### config.mk
export PLATFORM = sky130hd
export DESIGN_NAME = lin_autobaud
export DESIGN_NICKNAME = d
export VERILOG_FILES = /design/src/rtl/lin_autobaud_pkg.sv /design/src/rtl/lin_line_sync.sv /design/src/rtl/lin_brk_det.sv /design/src/rtl/lin_sync_meas.sv /design/src/rtl/lin_autobaud.sv
export SDC_FILE = /design/constraint.sdc
export NUM_CORES = 1
export LEC_CHECK = 0
export BUFFER_PORTS_ARGS = -buffer_cell sky130_fd_sc_hd__buf_2
export CORE_MARGIN = 4
export CORE_UTILIZATION = 25
export CTS_CLUSTER_SIZE = 20
export DETAILED_ROUTE_END_ITERATION = 10
export HOLD_SLACK_MARGIN = 0.1
export PLACE_DENSITY = 0.49
export SLEW_MARGIN = 20
export SYNTH_ARGS = -nofsm -noshare
export SYNTH_HDL_FRONTEND = slang
export SYNTH_HIERARCHICAL = 1
export SYNTH_SLANG_ARGS = --single-unit
### constraint.sdc
create_clock -name clk -period 4.7 [get_ports clk]
set_input_delay 0.705 -clock clk [delete_from_list [all_inputs] [get_ports clk]]
set_output_delay 0.705 -clock clk [all_outputs]
set_load 0.02 [all_outputs]
### src/rtl/lin_autobaud_pkg.sv
package lin_autobaud_pkg;

  // Window length modulo 2^tw, then divided by 8 and decremented.
  function automatic logic [31:0] sync_to_div(input logic [31:0] t_open,
                                               input logic [31:0] t_close,
                                               input int unsigned tw);
    logic [31:0] span;
    logic [31:0] mask;
    mask = (tw >= 32) ? 32'hFFFF_FFFF : ((32'd1 << tw) - 32'd1);
    span = (t_close - t_open) & mask;
    return (span >> 3) - 32'd1;
  endfunction

endpackage

### src/rtl/lin_line_sync.sv
module lin_line_sync (
  input  logic clk,
  input  logic rst_n,
  input  logic rxd,
  output logic line,
  output logic fall
);
  logic s1, s2, s3;

  always_ff @(posedge clk or negedge rst_n) begin
    if (!rst_n) begin
      s1 <= 1'b1;
      s2 <= 1'b1;
      s3 <= 1'b1;
    end else begin
      s1 <= rxd;
      s2 <= s1;
      s3 <= s2;
    end
  end

  assign line = s2;
  assign fall = s3 & ~s2;
endmodule

### src/rtl/lin_brk_det.sv
module lin_brk_det #(
  parameter int DIV_W    = 12,
  parameter int BRK_BITS = 11
) (
  input  logic             clk,
  input  logic             rst_n,
  input  logic             line,
  input  logic [DIV_W-1:0] cur_div,
  output logic             brk_hit
);
  localparam int NB_W = $clog2(BRK_BITS + 1);

  logic [DIV_W-1:0] bclk;
  logic [NB_W-1:0]  nbits;

  always_ff @(posedge clk or negedge rst_n) begin
    if (!rst_n) begin
      bclk    <= '0;
      nbits   <= '0;
      brk_hit <= 1'b0;
    end else begin
      brk_hit <= 1'b0;
      if (line) begin
        bclk  <= '0;
        nbits <= '0;
      end else if (nbits != NB_W'(BRK_BITS)) begin
        if (bclk == cur_div) begin
          bclk  <= '0;
          nbits <= nbits + 1'b1;
          if (nbits == NB_W'(BRK_BITS - 1)) brk_hit <= 1'b1;
        end else begin
          bclk <= bclk + 1'b1;
        end
      end
    end
  end
endmodule

### src/rtl/lin_sync_meas.sv
module lin_sync_meas
  import lin_autobaud_pkg::*;
#(
  parameter int TMR_W      = 16,
  parameter int DIV_W      = 12,
  parameter int SYNC_EDGES = 5
) (
  input  logic             clk,
  input  logic             rst_n,
  input  logic             arm,
  input  logic             fall,
  output logic             armed,
  output logic             win,
  output logic             done,
  output logic [DIV_W-1:0] div_q
);
  localparam int EC_W = $clog2(SYNC_EDGES + 1);

  logic [TMR_W-1:0] timer;
  logic [TMR_W-1:0] t_open;
  logic [EC_W-1:0]  ecnt;
  logic             last_edge;
  logic [31:0]      div_calc;

  assign last_edge = (ecnt == EC_W'(SYNC_EDGES - 1));
  assign div_calc  = sync_to_div(32'(t_open), 32'(timer), TMR_W);

  always_ff @(posedge clk or negedge rst_n) begin
    if (!rst_n) timer <= '0;
    else        timer <= timer + 1'b1;
  end

  always_ff @(posedge clk or negedge rst_n) begin
    if (!rst_n) begin
      armed  <= 1'b0;
      win    <= 1'b0;
      done   <= 1'b0;
      ecnt   <= '0;
      t_open <= '0;
      div_q  <= '0;
    end else begin
      done <= 1'b0;
      if (arm) begin
        armed <= 1'b1;
        win   <= 1'b0;
        ecnt  <= '0;
      end else if (armed && fall) begin
        if (!win) begin
          win    <= 1'b1;
          t_open <= timer;
          ecnt   <= EC_W'(1);
        end else if (last_edge) begin
          win   <= 1'b0;
          armed <= 1'b0;
          done  <= 1'b1;
          div_q <= DIV_W'(div_calc);
        end else begin
          ecnt <= ecnt + 1'b1;
        end
      end
    end
  end
endmodule

### src/rtl/lin_autobaud.sv
module lin_autobaud #(
  parameter int DIV_W      = 12,
  parameter int TMR_W      = 16,
  parameter int BRK_BITS   = 11,
  parameter int SYNC_EDGES = 5
) (
  input  logic             clk,
  input  logic             rst_n,
  input  logic             rxd,
  input  logic [DIV_W-1:0] cur_div,
  input  logic             brk_ie,
  input  logic             brk_clr,
  output logic             brk_flag,
  output logic             brk_irq,
  output logic             sync_win,
  output logic [DIV_W-1:0] new_div,
  output logic             div_done
);
  // Internal events, named for the checker.
  logic line_s;
  logic line_fall;
  logic brk_hit;
  logic meas_armed;

  lin_line_sync u_sync (
    .clk  (clk),
    .rst_n(rst_n),
    .rxd  (rxd),
    .line (line_s),
    .fall (line_fall)
  );

  lin_brk_det #(.DIV_W(DIV_W), .BRK_BITS(BRK_BITS)) u_brk (
    .clk    (clk),
    .rst_n  (rst_n),
    .line   (line_s),
    .cur_div(cur_div),
    .brk_hit(brk_hit)
  );

  lin_sync_meas #(.TMR_W(TMR_W), .DIV_W(DIV_W), .SYNC_EDGES(SYNC_EDGES)) u_meas (
    .clk  (clk),
    .rst_n(rst_n),
    .arm  (brk_hit),
    .fall (line_fall),
    .armed(meas_armed),
    .win  (sync_win),
    .done (div_done),
    .div_q(new_div)
  );

  always_ff @(posedge clk or negedge rst_n) begin
    if (!rst_n)       brk_flag <= 1'b0;
    else if (brk_hit) brk_flag <= 1'b1;
    else if (brk_clr) brk_flag <= 1'b0;
  end

  assign brk_irq = brk_flag & brk_ie;
endmodule

# Word-level counts from Yosys, hierarchy flattened
# Index checks and enable logic that the tools add are counted.
dict set report word_totals {
  reg_bits 70
  latchBits 0
  ram_bits 0
  mem_bits_ro 0
  out_inout_bits 16
  word_cells 70
  memories 0
}
dict set report classes {
  addsub 6
  mul 0
  div_mod_pow 0
  magnitude_cmp 0
  n_eq_ne 5
  n_shift 0
  muxes 28
  bitwise 5
  n_reduce_logical 12
}
# operator n
set op_table {}
lappend op_table {{$mux 12} 3}
lappend op_table {{$mux 1} 18}
lappend op_table {{$add 16x1->16 const B} 1}
lappend op_table {{$sub 15x15->15} 1}
lappend op_table {{$add 12x1->12 const B} 1}
lappend op_table {{$eq 12x12->1} 1}
lappend op_table {{$mux 3} 4}
lappend op_table {{$mux 4} 3}
lappend op_table {{$reduce_bool 2->1} 6}
lappend op_table {{$sub 12x1->12 const B} 1}
lappend op_table {{$reduce_and 3->1} 2}
lappend op_table {{$add 4x1->4 const B} 1}
lappend op_table {{$eq 4x4->1 const B} 1}
lappend op_table {{$ne 4x4->1 const B} 1}
lappend op_table {{$reduce_and 2->1} 2}
lappend op_table {{$reduce_and 4->1} 1}
lappend op_table {{$add 3x1->3 const B} 1}
lappend op_table {{$eq 3x3->1 const B} 1}
lappend op_table {{$ne 3x3->1 const B} 1}
lappend op_table {{$not 1->1} 3}
lappend op_table {{$and 1x1->1} 2}
lappend op_table {{$logic_and 1x1->1} 1}

# Logic depth before layout (Yosys ltp)
# Gate-level depths: netlist of run 1.
dict set report logic_depth {
  ltp_word 5
  mapped_depth 13
  mapped_depth_nobuf 13
}

# By module
# Netlist of run 1, hierarchy kept.
# module n_inst cells_each area_each_um2
set modules_own_cells {}
lappend modules_own_cells {lin_sync_meas 1 307 2860.2}
lappend modules_own_cells {lin_brk_det 1 135 1143.6}
lappend modules_own_cells {lin_line_sync 1 4 92.6}
lappend modules_own_cells {lin_autobaud 1 4 42.5}

# Worst setup path after synthesis of run 1
# OpenSTA, ideal clock, no wires.
dict set report synth_path {
  path_type {reg-to-reg}
  from {register u_meas.timer[1]}
  to {register u_meas.div_q[11]}
  setup_ns 0.092
  t_arrival_ns 3.187
  t_required_ns 4.608
  setup_slack_ns 1.421
  stages_incl_launch_ff 11
  path_buffers 0
  period_less_slack_ns 3.279
  path_cell_list {dfrtp_1 -> ha_1 -> or4_1 -> a21o_1 -> and3_1 -> a211oi_1 -> mux2i_1 -> o211ai_2 -> or4_4 -> and4_4 -> o31ai_2}
}
dict set report synth_via {
  elab_chain_cells 2
}
# item line_no
set synth_rtl {}
lappend synth_rtl {{from (decl)} lin_sync_meas.sv:19} ;# logic [TMR_W-1:0] timer;
lappend synth_rtl {{from (signal assigned)} lin_sync_meas.sv:30} ;# else timer <= timer + 1'b1;
lappend synth_rtl {{$sub 15x15->15} lin_autobaud_pkg.sv:10} ;# span = (t_close - t_open) & mask;
lappend synth_rtl {{$sub 12x1->12} lin_autobaud_pkg.sv:11} ;# return (span >> 3) - 32'd1;
lappend synth_rtl {{to (signal assigned)} lin_sync_meas.sv:56} ;# div_q <= DIV_W'(div_calc);
lappend synth_rtl {{to (decl)} lin_sync_meas.sv:15} ;# output logic [DIV_W-1:0] div_q
# Every way passes these cells.
# A chain may end at the register's enable or synchronous reset.

# Worst setup path in the final report of run 1
# Ends and elaborated chain as after synthesis.

==> results.py, run 1 <==
metrics = {
    "sta": {
        "worst_pin_slew_ps": 887,
        "fin_skew_ps": 6.13,
        "hold_viol": 0,
        "setup_viol": 0,
        "worst_hold_slack_ps": 355,
        "max_freq_ghz": 0.284,
        "period_minus_slack_ps": 3520,
        "min_period_over_period": 0.750,
        "rsz0062_at_grt": "false",
        "slew_viol_final": 0,
        "tns_ps": 0,
        "slew_headroom": 0.409,
    },
    "logic_synthesis": {
        "synth-edff-count": 0,
        "synth_flop_cell": "dfrtp_1",
        "syn_area_per_cell_um2": 9.20,
        "ys_types": 58,
        "synth_cells": 450,
        "ys_ff_latch": 69,
        "yosysWarnings": 6,
        "syn_nets": 487,
        "ys_seq_area_frac": 0.418,
        "synth_area_leaders": "dfrtp_1 (40%), ha_1 (6.0%), nand2_1 (5.0%), xor2_1 (4.9%), xnor2_1 (4.7%)",
        "async_reset_ff_frac": 1.00,
        "yosysTopAreaCell": "dfrtp_1",
        "netlist_area_mm2": 0.00414,
        "synth_top_area_frac": 0.399,
    },
    "cts": {
        "cts_num_sinks": 69,
        "htreeDepth": 3,
        "cts_hold_buffers": 0,
        "post_cts_buffers": 0,
        "cts_buffers": 9,
        "cts_tree": "yes",
        "cts.path.max_buffers": 2,
        "clk_latency_ps": 330,
        "root_buffer": "clkbuf_16",
        "cts_resized": 0,
        "path_clk_slew_ps": 60,
    },
    "layout": {
        "syn_to_final_growth_pct": 16.0,
        "antenna_cells": 0,
        "drive_gt1_frac": 0.153,
        "nets": 515,
        "fillCellCount": 1684,
        "fin_util": 0.299,
    },
    "die": {
        "ioPinCount": 33,
        "rows": 46,
        "start_util": 0.258,
        "die_y_um": 137,
        "coreArea_mm2": 0.0161,
        "die_w_um": 137,
        "die-area_mm2": 0.0187,
    },
    "route": {
        "routed_via_density": 4.52,
        "num_vias": 3159,
        "drc": 0,
        "postRouteWirelength_um": 8360,
        "drtAntennaViolNets": 0,
        "first_pass_iters": 6,
        "drtIter0Drc": 148,
        "wl_per_cell_um": 12.0,
    },
    "worst_setup_path": {
        "cp.required_ps": 4940,
        "cp_num_buf_inv": 0,
        "crit_chain": "ha_1 -> or4_1 -> a21o_1 -> and3_1 -> a211oi_1 -> mux2i_1 -> o211ai_2 -> or4_4 -> and4_4 -> o31ai_2",
        "crit_type": "reg2reg",
        "crit_fanout": 6,
        "startpoint_type": "register",
        "slowest_delay_ps": 570,
        "cp_slowest_cell": "a211oi_1",
        "critPathCaptureType": "register",
        "path_delay_family": "simple AND/OR/NAND/NOR gates",
        "crit_arrival_ps": 3770,
    },
    "placement": {
        "portBuffers": 32,
        "dp_hpwl_um": 6090,
        "place_congestion": 0.775,
    },
    "grt": {
        "globalRouteOverflowTotal": 0,
        "grt_pass1_vias": 3186,
        "grt_max_degree": 70,
        "grt.total_usage": 0.0990,
        "grt_pass1_wl_um": 15000,
        "antenna_found_initial": 0,
    },
    "run_status": {
        "status": "completed",
    },
    "pwr": {
        "power_density_mw_per_mm2": 273,
        "ir_drop_mv": 0.141,
        "leakagePower_nw": 2.13,
    },
    "hold_path": {
        "hold_class": "reg2reg",
    },
    "flow_run": {
        "maxCapViolCount": 0,
    },
}
==> stage by stage <==
stage / setup slack (ps) / total power [mW] / std cells / cell area, um^2
2_1_floorplan: 1420 / 0.630 / 450 / 4140
3_3_place_gp: 1210 / 0.652 / 683 / 4510
3_5_place_dp: 1190 / 0.653 / 683 / 4510
4_1_cts: 1180 / 1.34 / 699 / 4800
5_1_grt: 861 / 1.37 / 699 / 4800
6_report: 1180 / 1.31 / 699 / 4800
==> state kept, by name, summed over array words and instances (netlist names) <==
name           cells
u_sync/s1          1
u_sync/s3          1
u_sync/line        1
u_meas/ecnt        3
u_meas/win         1
u_meas/armed       1
u_meas/timer      15
u_meas/done        1
u_brk/nbits        4
u_brk/bclk        12
u_meas/t_open     15
u_meas/div_q      12
brk_flag           1
u_brk/brk_hit      1
==> report_power, final <==
part	internal, mW	switching [mW]	leakage (nW)	total (mW)
clock	0.423	0.248	0.143	0.671
combinational	0.0135	0.0211	1.05	0.0347
sequential	0.599	0.00699	0.937	0.606
==> per-layer routing <==
| layer | track usage | part of all wire |
|---|---|---|
| met4 | 0.0403 | 0.017 |
| met3 | 0.0265 | 0.027 |
| met1 | 0.128 | 0.49 |
| met2 | 0.156 | 0.47 |
| met5 | 0 | 0 |
==> synth_stat cells (8+ instances only) <==
master	number
a21oi_1	17
xor2_1	23
nor2_1	31
clkbuf_1	12
o21ai_0	34
inv_1	29
xnor2_1	22
nand2_1	55
nor3_1	13
ha_1	20
nand3_1	22
dfrtp_1	66
a31oi_1	8
==> final timing paths <==
path / startpoint / slack (ps) / cells after the start / end
min in group asynchronous: rst_n / 580 / 2 / u_meas/timer[0]$_DFF_PN0_
max in group asynchronous: rst_n / 3540 / 2 / u_brk/brk_hit$_DFF_PN0_
setup reg to reg: u_meas/timer[1]$_DFF_PN0_ / 1180 / 10 / u_meas/div_q[11]$_DFFE_PN0P_
hold / removal: u_sync/s1$_DFF_PN1_ / 360 / 0 / u_sync/line$_DFF_PN1_
hold reg to reg: u_sync/s1$_DFF_PN1_ / 360 / 0 / u_sync/line$_DFF_PN1_
setup / recovery: u_meas/timer[1]$_DFF_PN0_ / 1180 / 10 / u_meas/div_q[11]$_DFFE_PN0P_
==> layout by cell type, fill, tap and decap left out, types with 2 or more instances in the layout <==
cell	instances
dfstp_2	3
or4_1	4
o21ai_0	34
nor4_2	2
xor2_1	23
a21oi_1	17
nor4_1	3
nand4_1	7
xnor2_1	22
nand3_1	22
and3_1	3
a21o_1	3
or2_2	2
a211oi_4	2
dfrtp_1	66
and2_1	7
nor2_1	31
nor2b_1	3
inv_1	29
nand3b_1	2
nor3_1	12
o211ai_1	4
mux2_2	5
clkinv_2	2
nand2b_1	5
and4_1	3
clkbuf_16	9
clkbuf_1	2
buf_2	32
a22oi_1	2
or3_1	5
nand2_1	55
buf_4	2
mux2i_1	4
ha_1	20
a31oi_1	8
==> layout make-up <==
cell class,instances,area (um^2),share of cell area
clock inverter,4,47.5,0.00990
clock buffer,12,246,0.0513
tap,216,270,0.0563
sequential,69,1730,0.360
multi-input combinational,335,2220,0.463
timing repair buffer,34,175,0.0365
inverter,29,109,0.0227
==> kinds of logic (layout without fill, tap and decap cells) <==
group,Yosys count,count (layout),synth area share
fa+ha+maj,20,20,0.0605
xor+xnor,45,45,0.0952
buf+inv,46,79,0.0462
flops,69,69,0.418
compound gates,85,85,0.137
simple gates,176,176,0.219
mux,9,9,0.0233
(Power assumes the default switching activity.)
==> inputs of run 2 (changes only) <==
PLACE_DENSITY = 0.5   (was 0.49)
clock period = 2.99 ns   (was 4.7 ns; I/O delays follow)
==> results.py, run 2 (synthesized netlist as in run 1, its figures left out) <==
metrics = {
    "run_status": {
        "status": "finished with violations",
        "violations": "negative setup slack",
    },
    "sta": {
        "worst_pin_slew_ps": 906,
        "slew_viol_final": 0,
        "min_period_over_period": 1.04,
        "tns_ps": -199,
        "fin_skew_ps": 7.34,
        "slew_headroom": 0.396,
        "hold_viol": 0,
        "max_freq_ghz": 0.321,
        "worst_hold_slack_ps": 208,
        "worst_slack_ps": -128,
        "setup_viol": 3,
        "period_minus_slack_ps": 3120,
        "rsz0062_at_grt": "true",
    },
    "flow_run": {
        "maxCapViolCount": 0,
    },
    "layout": {
        "drive_gt1_frac": 0.231,
        "fin_util": 0.317,
        "syn_to_final_growth_pct": 23.1,
        "layout_commonest_cell": "dfrtp_1",
        "antenna_cells": 0,
        "nets": 547,
        "top_regs": "u_meas/t_open: 15 flops, u_meas/timer: 15 flops",
        "final_cell_mix": "dfrtp_1 (66), nand2_1 (55), buf_4 (33), o21ai_0 (33), buf_2 (32)",
    },
    "route": {
        "drtAntennaViolNets": 0,
        "num_vias": 3342,
        "postRouteWirelength_um": 9070,
        "first_pass_iters": 4,
        "drc": 0,
        "drtIter0Drc": 129,
        "routed_via_density": 4.57,
        "wl_per_cell_um": 12.4,
    },
    "worst_setup_path": {
        "crit_arrival_ps": 3370,
        "crit_chain": "ha_4 -> or4_1 -> a21o_1 -> a41o_4 -> buf_4 -> mux2i_2 -> a211oi_4 -> o211ai_2 -> or4_4 -> and4_4 -> o31ai_2",
        "crit_type": "reg2reg",
        "cp.required_ps": 3240,
        "cp_slowest_cell": "or4_1",
        "slowest_delay_ps": 500,
        "path_delay_family": "simple AND/OR/NAND/NOR gates",
        "crit_fanout": 5,
        "cp_num_buf_inv": 1,
        "critPathCaptureType": "register",
        "startpoint_type": "register",
    },
    "die": {
        "ioPinCount": 33,
        "die-area_mm2": 0.0187,
        "die_y_um": 137,
        "rows": 46,
        "start_util": 0.258,
        "die_w_um": 137,
        "coreArea_mm2": 0.0161,
    },
    "placement": {
        "dp_hpwl_um": 6460,
        "place_congestion": 0.779,
        "post-place-ws_ps": -184,
        "portBuffers": 32,
    },
    "pwr": {
        "ir_drop_mv": 0.237,
        "leakagePower_nw": 2.30,
        "power_density_mw_per_mm2": 393,
    },
    "grt": {
        "busiest_layer": "met2",
        "grt_pass1_wl_um": 15300,
        "grt_util_met2": 0.164,
        "grt_pass1_vias": 3194,
        "grtUsageMet3": 0.0257,
        "use_met1": 0.128,
        "grt.total_usage": 0.102,
        "globalRouteOverflowTotal": 0,
        "grt_max_degree": 70,
        "antenna_found_initial": 0,
    },
    "cts": {
        "clk_latency_ps": 340,
        "htreeDepth": 3,
        "cts_num_sinks": 69,
        "path_clk_slew_ps": 60,
        "cts_buffers": 9,
        "cts_hold_buffers": 0,
        "root_buffer": "clkbuf_16",
        "cts_tree": "yes",
        "cts.path.max_buffers": 2,
    },
    "hold_path": {
        "hold_class": "in2reg",
    },
}
-- run 2: timing repair --
item,in CTS,in global routing
buffers inserted,2,2
endpoints found under the setup margin,4,4
pin swaps,5,2
hold endpoints to repair,0,0
gates resized for setup,7,6
-- run 2: final timing paths --
check                           cells past startpoint                 startpoint                            end  slack, ps
max in group asynchronous                           2                      rst_n  u_meas/t_open[13]$_DFFE_PN0P_       2080
min in group asynchronous                           2                      rst_n      u_meas/timer[3]$_DFF_PN0_        320
worst max-delay path                               11  u_meas/timer[2]$_DFF_PN0_   u_meas/div_q[11]$_DFFE_PN0P_       -130
worst min-delay path                                1                        rxd            u_sync/s1$_DFF_PN1_        210
worst min register to register                      0        u_sync/s1$_DFF_PN1_          u_sync/line$_DFF_PN1_        360
worst max register to register                     11  u_meas/timer[2]$_DFF_PN0_   u_meas/div_q[11]$_DFFE_PN0P_       -130
-- run 2: layer usage --
metal  wire length [um]  up-vias
li1                   -     1687
met1               4230     1598
met2               4400       46
met3                266       11
met4                167        0
met5                  0        -
-- run 2: where the power goes --
part	leakage, nW	internal (mW)	switching, mW	total [mW]
clock network	0.142	0.582	0.410	0.991
registers	0.937	0.941	0.0112	0.953
logic	1.22	0.0219	0.0344	0.0563
total	2.30	1.54	0.455	2.00
-- run 2: stage by stage --
stage	std cells	power, mW	cell area, um^2
after floorplan	450	0.990	4150
after global placement	711	1.03	4730
after detailed placement	711	1.03	4730
after CTS	729	2.04	5040
after global routing	731	2.10	5090
final	731	2.00	5090
-- run 2: final cells by class --
class | instances | area (um^2)
well taps | 216 | 270
multi-input cells | 335 | 2290
fillers | 1667 | 11000
clock buffers | 10 | 239
repair buffers | 66 | 419
flip-flops and latches | 69 | 1730
clock inverters | 6 | 37.5
inverters | 29 | 109
